<file path="config.mk">
export PLATFORM = sky130hd
export DESIGN_NAME = bit_serial_check_node
export DESIGN_NICKNAME = d
export VERILOG_FILES = /design/src/rtl/cn_bitserial_pkg.sv /design/src/rtl/cn_sign_tree.sv /design/src/rtl/cn_excl_min_lane.sv /design/src/rtl/bit_serial_check_node.sv
export SDC_FILE = /design/constraint.sdc
export NUM_CORES = 1
export LEC_CHECK = 0
export BUFFER_PORTS_ARGS = -buffer_cell sky130_fd_sc_hd__buf_2
export CAP_MARGIN = 20
export CORE_MARGIN = 2
export CORE_UTILIZATION = 60
export DETAILED_ROUTE_END_ITERATION = 10
export PLACE_DENSITY = 0.77
export RECOVER_POWER = 100
export REMOVE_ABC_BUFFERS = 1
export SYNTH_ARGS = -nofsm -noshare
export SYNTH_HDL_FRONTEND = slang
export SYNTH_SLANG_ARGS = --single-unit
</file>
<file path="constraint.sdc">
create_clock -name clk -period 3.07 [get_ports clk]
set_input_delay 0 -clock clk [delete_from_list [all_inputs] [get_ports clk]]
set_output_delay 0 -clock clk [all_outputs]
set_load 0.005 [all_outputs]
</file>
<file path="src/rtl/cn_bitserial_pkg.sv">
package cn_bitserial_pkg;
   // default edge count of a check node and bits per serial message
   localparam int unsigned CN_DEF_DEGREE = 15;
   localparam int unsigned CN_DEF_MSG_W  = 4;
endpackage

</file>
<file path="src/rtl/cn_sign_tree.sv">
module cn_sign_tree #(
   parameter int unsigned DEGREE = 15
) (
   input  logic [DEGREE-1:0] sign_in,
   output logic [DEGREE-1:0] sign_excl,
   output logic              sign_all
);
   // a single reduction tree; removing an edge's own sign from the total
   // gives the exclusive parity for that edge
   always_comb begin
      sign_all  = ^sign_in;
      sign_excl = sign_in ^ {DEGREE{sign_all}};
   end
endmodule

</file>
<file path="src/rtl/cn_excl_min_lane.sv">
module cn_excl_min_lane #(
   parameter int unsigned DEGREE = 15,
   parameter int unsigned LANE   = 0
) (
   input  logic              clk,
   input  logic              rst_n,
   input  logic              en,
   input  logic              slot_start,
   input  logic [DEGREE-1:0] bits_in,
   output logic              min_bit
);
   localparam logic [DEGREE-1:0] SELF_MASK   = {{(DEGREE-1){1'b0}}, 1'b1} << LANE;
   localparam logic [DEGREE-1:0] OTHERS_MASK = ~SELF_MASK;

   // tied[i] = edge i still equals the running exclusive minimum prefix
   logic [DEGREE-1:0] tied_q;

   // prefix bit is 0 as soon as any still-tied other edge shows a 0
   always_comb min_bit = &(~tied_q | bits_in);

   always_ff @(posedge clk or negedge rst_n) begin
      if (!rst_n) begin
         tied_q <= OTHERS_MASK;
      end else if (en) begin
         if (slot_start) begin
            tied_q <= OTHERS_MASK;
         end else begin
            tied_q <= tied_q & ~(bits_in ^ {DEGREE{min_bit}});
         end
      end
   end
endmodule

</file>
<file path="src/rtl/bit_serial_check_node.sv">
module bit_serial_check_node
   import cn_bitserial_pkg::*;
#(
   parameter int unsigned DEGREE = CN_DEF_DEGREE,
   parameter int unsigned MSG_W  = CN_DEF_MSG_W
) (
   input  logic              clk,
   input  logic              rst_n,
   input  logic              en,
   input  logic              slot_start,
   input  logic [DEGREE-1:0] v2c_bits,
   output logic [DEGREE-1:0] c2v_bits,
   output logic              parity_fail
);
   localparam int unsigned MAG_W = MSG_W - 1;

   if (DEGREE < 2) begin : g_bad_degree
      $error("check node needs at least two edges");
   end
   if (MAG_W < 1) begin : g_bad_width
      $error("message must hold a sign and at least one magnitude bit");
   end

   logic [DEGREE-1:0] sign_excl;
   logic              sign_all;
   logic [DEGREE-1:0] mag_bit;
   logic [DEGREE-1:0] out_d;
   logic [DEGREE-1:0] out_q;
   logic              par_q;

   cn_sign_tree #(.DEGREE(DEGREE)) u_sign (
      .sign_in  (v2c_bits),
      .sign_excl(sign_excl),
      .sign_all (sign_all)
   );

   for (genvar k = 0; k < DEGREE; k++) begin : g_lane
      cn_excl_min_lane #(.DEGREE(DEGREE), .LANE(k)) u_lane (
         .clk       (clk),
         .rst_n     (rst_n),
         .en        (en),
         .slot_start(slot_start),
         .bits_in   (v2c_bits),
         .min_bit   (mag_bit[k])
      );
   end

   always_comb out_d = slot_start ? sign_excl : mag_bit;

   always_ff @(posedge clk or negedge rst_n) begin
      if (!rst_n) begin
         out_q <= '0;
         par_q <= 1'b0;
      end else if (en) begin
         out_q <= out_d;
         if (slot_start) par_q <= sign_all;
      end
   end

   always_comb begin
      c2v_bits    = out_q & {DEGREE{en}};
      parity_fail = par_q & en;
   end
endmodule

</file>
==> flow_metrics.tcl, run 1 <==
set metrics [dict create \
    yosysUniqueCellTypes 51 \
    rows 57 \
    globalplace.congestion 0.893 \
    synth_flop_cell "dfstp_2" \
    fmax_mhz 387 \
    seqPwrFrac_pct 43.7 \
    rsz0062_at_grt "no" \
    critPathTopFamily "simple AND/OR/NAND/NOR gates" \
    critPathMaxFanout 31 \
    finalCriticalPeriod_ps 2580 \
    yosys.area.top_type "dfstp_2" \
    synthCells 1864 \
    synth_edf_count 0 \
    async_flop_share_pct 100 \
    crit_required_ps 3500 \
    syn_area_per_cell_um2 8.01 \
    cpPeakStageDelay_ps 1010 \
    crit_type "in2reg" \
    ir_worst_vdd_mv 0.438 \
    place_area_um2 15300 \
    violations "capacitance limit, slew limit" \
    power_frac_comb_pct 20.7 \
    areaGrowthSynthToFinish_pct 8.02 \
    setup_viol 0 \
    port_buffers 34 \
    drt-wirelength-per-cell_um 20.2 \
    drt-pass1-iter-count 8 \
    cts_setup_buffers 0 \
    root_buffer "clkbuf_16" \
    via_count 13800 \
    vias_per_cell 6.50 \
    path_clk_slew_ps 60 \
    yosysSeqAreaShare_pct 42.2 \
    cts.htree.levels 1 \
    skew_ps 6.62 \
    dieArea_um2 26100 \
    clock_latency_ps 540 \
    synth_top_area_share_pct 37.0 \
    dpl.hpwl_um 25500 \
    tightest_slew_ps 2450 \
    overflow 0 \
    nets 1803 \
    grtUsageTotal_pct 32.6 \
    max_cap_viol_count 1 \
    finalHoldViolations 0 \
    finalWirelength_um 42900 \
    io_pins 35 \
    die_h_um 162 \
    ys_top_cells_by_count "o21ai_0, a21oi_1, dfstp_2" \
    clkPwrFrac_pct 35.6 \
    p_switching_uw 2760 \
    worst_path_max_delay_cell "clkbuf_1" \
    post_cts_resized 0 \
    numCtsBuffers 27 \
    core_um2 24400 \
    p_total_uw 9200 \
    grt_pass1_vias 12800 \
    drtIter0Drc 1760 \
    power_density_nw_per_um2 571 \
    antenna_cells 0 \
    yosysMostFrequentCell "o21ai_0" \
    cp.arrival_ps 3010 \
    cts_tree "yes" \
    fin_util_pct 66.1 \
    layout-drive-gt1-share_pct 20.1 \
    status "finished with violations" \
    period_share_pct 84.1 \
    worstSetupEndpointType "register" \
    worst-path-buf-inv 2 \
    worstHoldPathType "in2reg" \
    ant_nets 0 \
    swShare_pct 30.0 \
    power.leakage_uw 0.00648 \
    p_int_uw 6440 \
    crit_chain "clkbuf_1, buf_12, o22ai_1, or4_1, or3_1, a21oi_1, o21ai_0" \
    max_slew_margin_pct -63.6 \
    syn_area_um2 14900 \
    clk_path_buf_depth 3 \
    antenna_found_initial 1 \
    grt_max_degree 121 \
    fillers 2054 \
    die_w_um 162 \
    fin_ws_ps 487 \
    worst_setup_path_start_kind "primary input" \
    ys_ff_latch 241 \
    cts.sinks 241 \
    post-place-ws_ps 565 \
    final_area_um2 16100 \
    synthTopCellsByArea "dfstp_2, o21ai_0, or3_1, a21oi_1, dfrtp_1" \
    drc 0 \
    start_util_pct 61.2 \
    synth_warnings 0 \
    drv_slew 92 \
    grt_pass1_wl_um 68900 \
]
## logic make-up after synthesis
logic type	count (synthesis)	share of synthesized area [%]
AO/OA/AOI/OAI	787	29.4
XOR/XNOR	19	1.35
buffers and inverters	426	11.2
flip-flops	241	42.2
multiplexers	7	0.470
AND/OR/NAND/NOR	384	15.4
## repair_timing
action	4_1_cts	5_1_grt
endpoints found under the hold margin	86	0
endpoints found under the setup margin	0	0
hold buffers	1	0
## worst min-delay path: stages
cell,delay [ps]
buf_2,210
o21ai_0,110
a21oi_1,60
o21ai_0,140
## power by group through the flow
stage / sequential (µW) / clock, µW / combinational [µW]
after global placement: 4040 / 0 / 1820
after CTS: 4010 / 3310 / 1900
after detailed placement: 4050 / 0 / 1880
final: 4020 / 3280 / 1900
after global routing: 4060 / 3440 / 2110
after floorplan: 3990 / 0 / 1190
## cells in the final DEF (no fill, tap or decap), drive strengths merged, types with 35 or more instances in the layout
cell    count
buf        96
nand2b     35
o21ai     420
a21oi     223
inv       205
dfstp     210
or3       203
nor3       40
clkbuf     55
o22ai      36
## final cells by class
class | instances | area [µm²] | share of cell area, %
flip-flops and latches | 241 | 6290 | 39.0
inverters | 206 | 778 | 4.83
clock buffers | 41 | 798 | 4.95
clock inverters | 8 | 90.1 | 0.559
well taps | 324 | 405 | 2.52
repair buffers | 111 | 802 | 4.98
multi-input cells | 1197 | 6950 | 43.1
## layer usage
| layer | track usage (%) | vias up | wire length, µm |
|---|---|---|---|
| met5 | 0 | - | 0 |
| met4 | 10.5 | 0 | 1340 |
| met3 | 4.01 | 110 | 3650 |
| met1 | 47.0 | 6767 | 18200 |
| met2 | 51.6 | 618 | 19700 |
| li1 | - | 6342 | - |
## flip-flops by register name, summed over array words and instances (netlist names)
signal,count
par_q,1
g_lane.u_lane.tied_q,225
out_q,15
## stage by stage
stage | TNS, ps | hold slack [ps] | instances
2_1_floorplan | -132710 | -296 | 1644
3_3_place_gp | 0 | 73.1 | 2077
3_5_place_dp | 0 | 70.7 | 2078
4_1_cts | 0 | 8.96 | 2128
5_1_grt | 0 | 70.6 | 2128
6_report | 0 | 41.4 | 2128
## path summary, 6_finish.rpt
path                                             from                           end  slack, ps  depth (start not counted)
setup / recovery                          v2c_bits[0]  g_lane[12].u_lane.tied_q[13]        490                          7
setup reg to reg           g_lane[4].u_lane.tied_q[9]   g_lane[4].u_lane.tied_q[13]        660                          7
hold reg to reg            g_lane[0].u_lane.tied_q[3]    g_lane[0].u_lane.tied_q[3]        480                          2
max in group asynchronous                       rst_n    g_lane[9].u_lane.tied_q[9]        760                          3
min in group asynchronous                       rst_n  g_lane[12].u_lane.tied_q[12]        750                          2
hold / removal                           v2c_bits[13]  g_lane[10].u_lane.tied_q[13]         40                          4
(Power assumes the default switching activity.)
==> inputs of run 2 (changes only) <==
--- a/config.mk
+++ b/config.mk
@@ -5,10 +5,11 @@
 export SDC_FILE = /design/constraint.sdc
 export NUM_CORES = 1
 export LEC_CHECK = 0
+export ABC_AREA = 1
 export BUFFER_PORTS_ARGS = -buffer_cell sky130_fd_sc_hd__buf_2
 export CAP_MARGIN = 20
 export CORE_MARGIN = 2
-export CORE_UTILIZATION = 60
+export CORE_UTILIZATION = 57
 export DETAILED_ROUTE_END_ITERATION = 10
 export PLACE_DENSITY = 0.77
 export RECOVER_POWER = 100
==> constraint.sdc (replaced) <==
create_clock -name clk -period 2.16 [get_ports clk]
set_input_delay 0 -clock clk [delete_from_list [all_inputs] [get_ports clk]]
set_output_delay 0 -clock clk [all_outputs]
set_load 0.005 [all_outputs]
==> flow_metrics.tcl, run 2 <==
set metrics [dict create \
    status "finished, final reports clean" \
    cpPeakStageDelay_ps 520 \
    synthCells 1986 \
    die_w_um 160 \
    crit_required_ps 2610 \
    finalHoldViolations 0 \
    vias_per_cell 5.84 \
    drtIter0Drc 1635 \
    yosysSeqAreaShare_pct 45.4 \
    clk_path_buf_depth 3 \
    yosysUniqueCellTypes 34 \
    crit_path_frequent_cell "nand2_1" \
    top_register "g_lane.u_lane.tied_q" \
    dieArea_um2 25600 \
    worstHoldStart "v2c_bits[11]" \
    critPathMaxFanout 17 \
    drt-wirelength-per-cell_um 17.9 \
    yosysMostFrequentCell "nand2_1" \
    cts.htree.levels 1 \
    seqPwrFrac_pct 46.1 \
    async_flop_share_pct 100 \
    drv_slew 0 \
    max_cap_viol_count 0 \
    grt_pass1_wl_um 67500 \
    synth_warnings 0 \
    drc 0 \
    fmax_mhz 505 \
    finalWirelength_um 41600 \
    tightest_slew_ps 883 \
    p_int_uw 8750 \
    period_share_pct 91.6 \
    dpl.hpwl_um 25100 \
    power_frac_comb_pct 16.6 \
    io_pins 35 \
    yosys.area.top_type "dfstp_2" \
    synthSimpleGateAreaFrac_pct 34.5 \
    worstSetupEndpointType "register" \
    antenna_cells 0 \
    synth_top_family_by_area "simple AND/OR/NAND/NOR gates" \
    synth_flop_cell "dfstp_2" \
    ir_worst_vdd_mv 0.804 \
    globalplace.congestion 0.874 \
    crit_type "in2reg" \
    setup_viol 0 \
    root_buffer "clkbuf_16" \
    drt-pass1-iter-count 6 \
    core_um2 24100 \
    cts.sinks 241 \
    rsz0062_at_grt "no" \
    power_density_nw_per_um2 804 \
    finalCriticalPeriod_ps 1980 \
    layout_common_cells "nand2_1, o21ai_0, dfstp_2" \
    synthMuxAreaShare_pct 0 \
    reg2reg_from "g_lane[2].u_lane.tied_q[7]" \
    synth_xor_area_share_pct 0.126 \
    synth_top_area_share_pct 39.8 \
    start_util_pct 57.4 \
    antenna_found_initial 0 \
    grt_pass1_vias 12700 \
    swShare_pct 28.9 \
    final_common_cell "nand2_1" \
    ant_nets 0 \
    crit_chain "dlygate4sd3_1, clkbuf_1, buf_4, nor2_1, nor3_1, nand4_1, clkbuf_2, a21oi_1, o21ai_0, nand2_1, nand2_1" \
    rows 57 \
    synth_edf_count 0 \
    rr_endpoint "out_q[2]" \
    synthTopCellsByArea "dfstp_2, nand2_1, o21ai_0, nand3_1, dfrtp_1" \
    rrSetupSlack_ps 180 \
    nets 2002 \
    worst_setup_path_start_kind "primary input" \
    setup_tns_ps 0 \
    worst_path_max_delay_cell "dlygate4sd3_1" \
    worstHoldPathType "in2reg" \
    ys_ff_latch 241 \
    grtUsageTotal_pct 32.6 \
    numCtsBuffers 27 \
    p_switching_uw 3560 \
    layout-drive-gt1-share_pct 19.5 \
    port_buffers 34 \
    syn_area_per_cell_um2 6.97 \
    cts_tree "yes" \
    power.leakage_uw 0.00762 \
    max_slew_margin_pct 41.1 \
    synth_compound_area_share_pct 12.3 \
    syn_area_um2 13800 \
    path_clk_slew_ps 60 \
    areaGrowthSynthToFinish_pct 10.5 \
    skew_ps 16.8 \
    ys_top_cells_by_count "nand2_1, o21ai_0, dfstp_2" \
    clkPwrFrac_pct 37.3 \
    largest_registers "g_lane.u_lane.tied_q: 225 flops, out_q: 15 flops, par_q: 1 flops" \
    whs_ps 22.5 \
    worst-r2r-cell-count 6 \
    min_delay_worst_endpoint "g_lane[9].u_lane.tied_q[11]" \
    critPathTopFamily "buffers and inverters" \
    overflow 0 \
    cp.arrival_ps 2430 \
    yosys.area_share.adder_pct 0 \
    fillers 2151 \
    via_count 13600 \
    fin_util_pct 63.5 \
    clock_latency_ps 550 \
    hold_depth 5 \
    die_h_um 160 \
    largest_register_ffs 225 \
    grt_max_degree 110 \
    worst-path-buf-inv 4 \
]
==> run 2: worst max path at each step <==
stage,cells after the start,from,endpoint,slack [ps]
after floorplan,4,slot_start,par_q,-2120
after global routing,13,v2c_bits[10],g_lane[14].u_lane.tied_q[4],30
final,11,v2c_bits[2],g_lane[11].u_lane.tied_q[0],180
after detailed placement,13,v2c_bits[1],out_q[2],110
after global placement,13,v2c_bits[13],out_q[13],200
after CTS,15,v2c_bits[2],out_q[6],150
==> run 2: routing by layer <==
layer,vias to the layer above,wire [µm],track usage [%]
li1,6343,-,-
met1,6472,17200,44.7
met2,642,18900,51.7
met3,129,3720,5.35
met4,0,1780,13.3
met5,-,0,0
==> run 2: cells by family after synthesis <==
kind of cell / after synthesis
AND/OR/NAND/NOR: 1177
AO/OA/AOI/OAI: 325
flip-flops: 241
buffers and inverters: 241
XOR/XNOR: 2
==> run 2: worst reg2reg max path: stages, from the launching register on <==
cell and delay (ps):
dfstp_1 370, a22o_1 260, nor3_4 510, nand2_2 360, a21oi_1 260, nand2_1 90
nand2_1 60
==> run 2: what timing repair did <==
action	CTS	global route
gates resized for setup	0	1
hold endpoints to repair	143	0
endpoints found under the setup margin	0	16
hold buffers	11	0
buffers inserted	0	3
==> run 2: power groups by stage <==
| stage | sequential [µW] | combinational (µW) | clock (µW) |
|---|---|---|---|
| 5_1_grt | 5740 | 2300 | 4790 |
| 6_report | 5670 | 2050 | 4590 |
| 2_1_floorplan | 5650 | 1290 | 0 |
| 3_3_place_gp | 5710 | 1960 | 0 |
| 4_1_cts | 5670 | 2050 | 4600 |
| 3_5_place_dp | 5730 | 2030 | 0 |
==> run 2: cell type report <==
type | count | area (µm²) | share of cell area [%]
Clock inverter | 5 | 81.3 | 0.531
Sequential cell | 241 | 6290 | 41.1
Inverter | 80 | 300 | 1.96
Tap cell | 324 | 405 | 2.65
Timing Repair Buffer | 129 | 965 | 6.30
Clock buffer | 44 | 779 | 5.09
Multi-Input combinational cell | 1504 | 6480 | 42.3
==> run 2: stage by stage <==
step	power [µW]	instance area [µm²]	setup slack (ps)	cells
after floorplan	6950	13100	-2120	1825
after global placement	7670	14400	203	2264
after detailed placement	7750	14400	111	2264
after CTS	12300	15400	147	2324
after global routing	12800	15300	27.3	2327
final	12300	15300	182	2327
==> inputs of run 3 (changes only) <==
--- a/config.mk
+++ b/config.mk
@@ -9,11 +9,12 @@
 export BUFFER_PORTS_ARGS = -buffer_cell sky130_fd_sc_hd__buf_2
 export CAP_MARGIN = 20
 export CORE_MARGIN = 2
-export CORE_UTILIZATION = 57
+export CORE_UTILIZATION = 60
 export DETAILED_ROUTE_END_ITERATION = 10
 export PLACE_DENSITY = 0.77
 export RECOVER_POWER = 100
 export REMOVE_ABC_BUFFERS = 1
+export SETUP_SLACK_MARGIN = 0.02
 export SYNTH_ARGS = -nofsm -noshare
 export SYNTH_HDL_FRONTEND = slang
 export SYNTH_SLANG_ARGS = --single-unit
==> constraint.sdc (replaced) <==
create_clock -name clk -period 2.4 [get_ports clk]
set_input_delay 0 -clock clk [delete_from_list [all_inputs] [get_ports clk]]
set_output_delay 0 -clock clk [all_outputs]
set_load 0.005 [all_outputs]
==> flow_metrics.tcl, run 3 (same netlist as run 2, synthesis figures left out) <==
set metrics [dict create \
    status "finished with violations" \
    violations "capacitance limit, slew limit" \
    port_buffers 34 \
    grt_pass1_wl_um 67700 \
    largest_register_ffs 225 \
    worst_path_max_delay_cell "dlygate4sd3_1" \
    dpl.hpwl_um 25000 \
    cpPeakStageDelay_ps 550 \
    finalHoldViolations 0 \
    root_buffer "clkbuf_16" \
    rsz0062_at_grt "no" \
    clk_path_buf_depth 3 \
    start_util_pct 61.2 \
    fin_ws_ps 231 \
    largest_registers "g_lane.u_lane.tied_q: 225 flops, out_q: 15 flops, par_q: 1 flops" \
    finalCriticalPeriod_ps 2170 \
    layout-drive-gt1-share_pct 19.4 \
    worstSetupEndpointType "register" \
    p_int_uw 8160 \
    layout_common_cells "nand2_1, o21ai_0, dfstp_2" \
    critPathMaxFanout 17 \
    setup_tns_ps 0 \
    drc 0 \
    rows 55 \
    crit_required_ps 2850 \
    crit_path_frequent_cell "nand2_1" \
    areaGrowthSynthToFinish_pct 9.94 \
    vias_per_cell 6.00 \
    cts.sinks 241 \
    drt-wirelength-per-cell_um 18.6 \
    antenna_cells 0 \
    setup_viol 0 \
    drv_slew 62 \
    drt-pass1-iter-count 5 \
    numCtsBuffers 28 \
    path_clk_slew_ps 60 \
    ir_worst_vdd_mv 0.617 \
    finalWirelength_um 42300 \
    power.leakage_uw 0.00759 \
    period_share_pct 90.4 \
    die_w_um 156 \
    max_cap_viol_count 1 \
    p_switching_uw 3280 \
    power_density_nw_per_um2 752 \
    skew_ps 24.1 \
    worstHoldPathType "in2reg" \
    grt_max_degree 144 \
    seqPwrFrac_pct 44.6 \
    top_register "g_lane.u_lane.tied_q" \
    ant_nets 0 \
    die_h_um 156 \
    overflow 0 \
    grt_pass1_vias 12700 \
    clock_latency_ps 560 \
    io_pins 35 \
    dieArea_um2 24300 \
    max_slew_margin_pct -3.77 \
    crit_type "in2reg" \
    grtUsageTotal_pct 35.2 \
    cp.arrival_ps 2620 \
    cts.htree.levels 1 \
    cts_tree "yes" \
    via_count 13700 \
    worst-path-buf-inv 3 \
    fmax_mhz 461 \
    power_frac_comb_pct 16.1 \
    clkPwrFrac_pct 39.3 \
    nets 1990 \
    core_um2 22600 \
    worst_setup_path_start_kind "primary input" \
    globalplace.congestion 0.875 \
    drtIter0Drc 1833 \
    tightest_slew_ps 1560 \
    final_common_cell "nand2_1" \
    critPathTopFamily "simple AND/OR/NAND/NOR gates" \
    antenna_found_initial 1 \
    fillers 1941 \
    swShare_pct 28.7 \
    post-place-ws_ps 307 \
    crit_chain "dlygate4sd3_1, clkbuf_1, inv_2, nand2_1, nand2_1, nand2_1, nand2_1, nand3_1, nand2_1, nand3_1, nand3_1, nand3_1, nand2_1, nand2_1" \
]
## run 3: area by class of cell
| type | count | area, µm² | area share (%) |
|---|---|---|---|
| clock inverters | 13 | 140 | 0.920 |
| inverters | 80 | 300 | 1.97 |
| well taps | 285 | 357 | 2.34 |
| flip-flops and latches | 241 | 6290 | 41.3 |
| repair buffers | 116 | 801 | 5.26 |
| multi-input cells | 1504 | 6500 | 42.7 |
| clock buffers | 39 | 833 | 5.47 |
## run 3: worst paths after layout
kind                                             startpoint                      endpoint  slack (ps)  depth (start not counted)
worst max-delay path                           v2c_bits[14]                      out_q[5]         230                         14
worst min-delay path                            v2c_bits[8]    g_lane[5].u_lane.tied_q[8]          10                          6
worst max register to register  g_lane[1].u_lane.tied_q[13]    g_lane[1].u_lane.tied_q[1]         250                         10
worst min register to register  g_lane[5].u_lane.tied_q[12]   g_lane[5].u_lane.tied_q[12]         460                          2
max in group asynchronous                             rst_n  g_lane[12].u_lane.tied_q[12]         400                          3
min in group asynchronous                             rst_n    g_lane[8].u_lane.tied_q[8]          60                          2
## run 3: worst reg2reg max path, cell delays in order, from the launching register on
cell,delay [ps]
dfstp_2,370
nand2_1,50
o21ai_0,70
a21oi_1,140
nand2_1,130
nor2_2,490
inv_1,430
nand2_1,140
nand3_1,80
nand3_1,100
inv_1,40
## run 3: power groups by stage
stage	Combinational [µW]	Clock [µW]	Sequential, µW
final	1840	4490	5110
after detailed placement	1820	0	5150
after global placement	1760	0	5130
after floorplan	1160	0	5090
after global routing	2070	4680	5160
after CTS	1840	4520	5100
## run 3: timing repair
action | in CTS | in global routing
hold buffers | 7 | 0
gates resized for setup | 0 | 0
setup buffers | 0 | 0
hold endpoints to repair | 145 | 0
## run 3: per-stage QoR
step	hold slack [ps]	util, %	instances	cell area (µm²)	power [µW]
floorplan	-296	-	1825	13100	6250
global placement	43.3	63.0	2219	14300	6900
detailed placement	43.8	63.0	2219	14300	6970
CTS	3.79	67.6	2278	15300	11500
global route	29.6	67.2	2278	15200	11900
finish	13.1	67.2	2278	15200	11400
## run 3: routing by layer
metal,track usage [%],up-vias,routed length [µm]
met5,0,-,9
met4,15.5,2,1900
met3,5.94,133,4110
met2,54.8,692,19100
met1,48.9,6529,17200
li1,-,6310,-
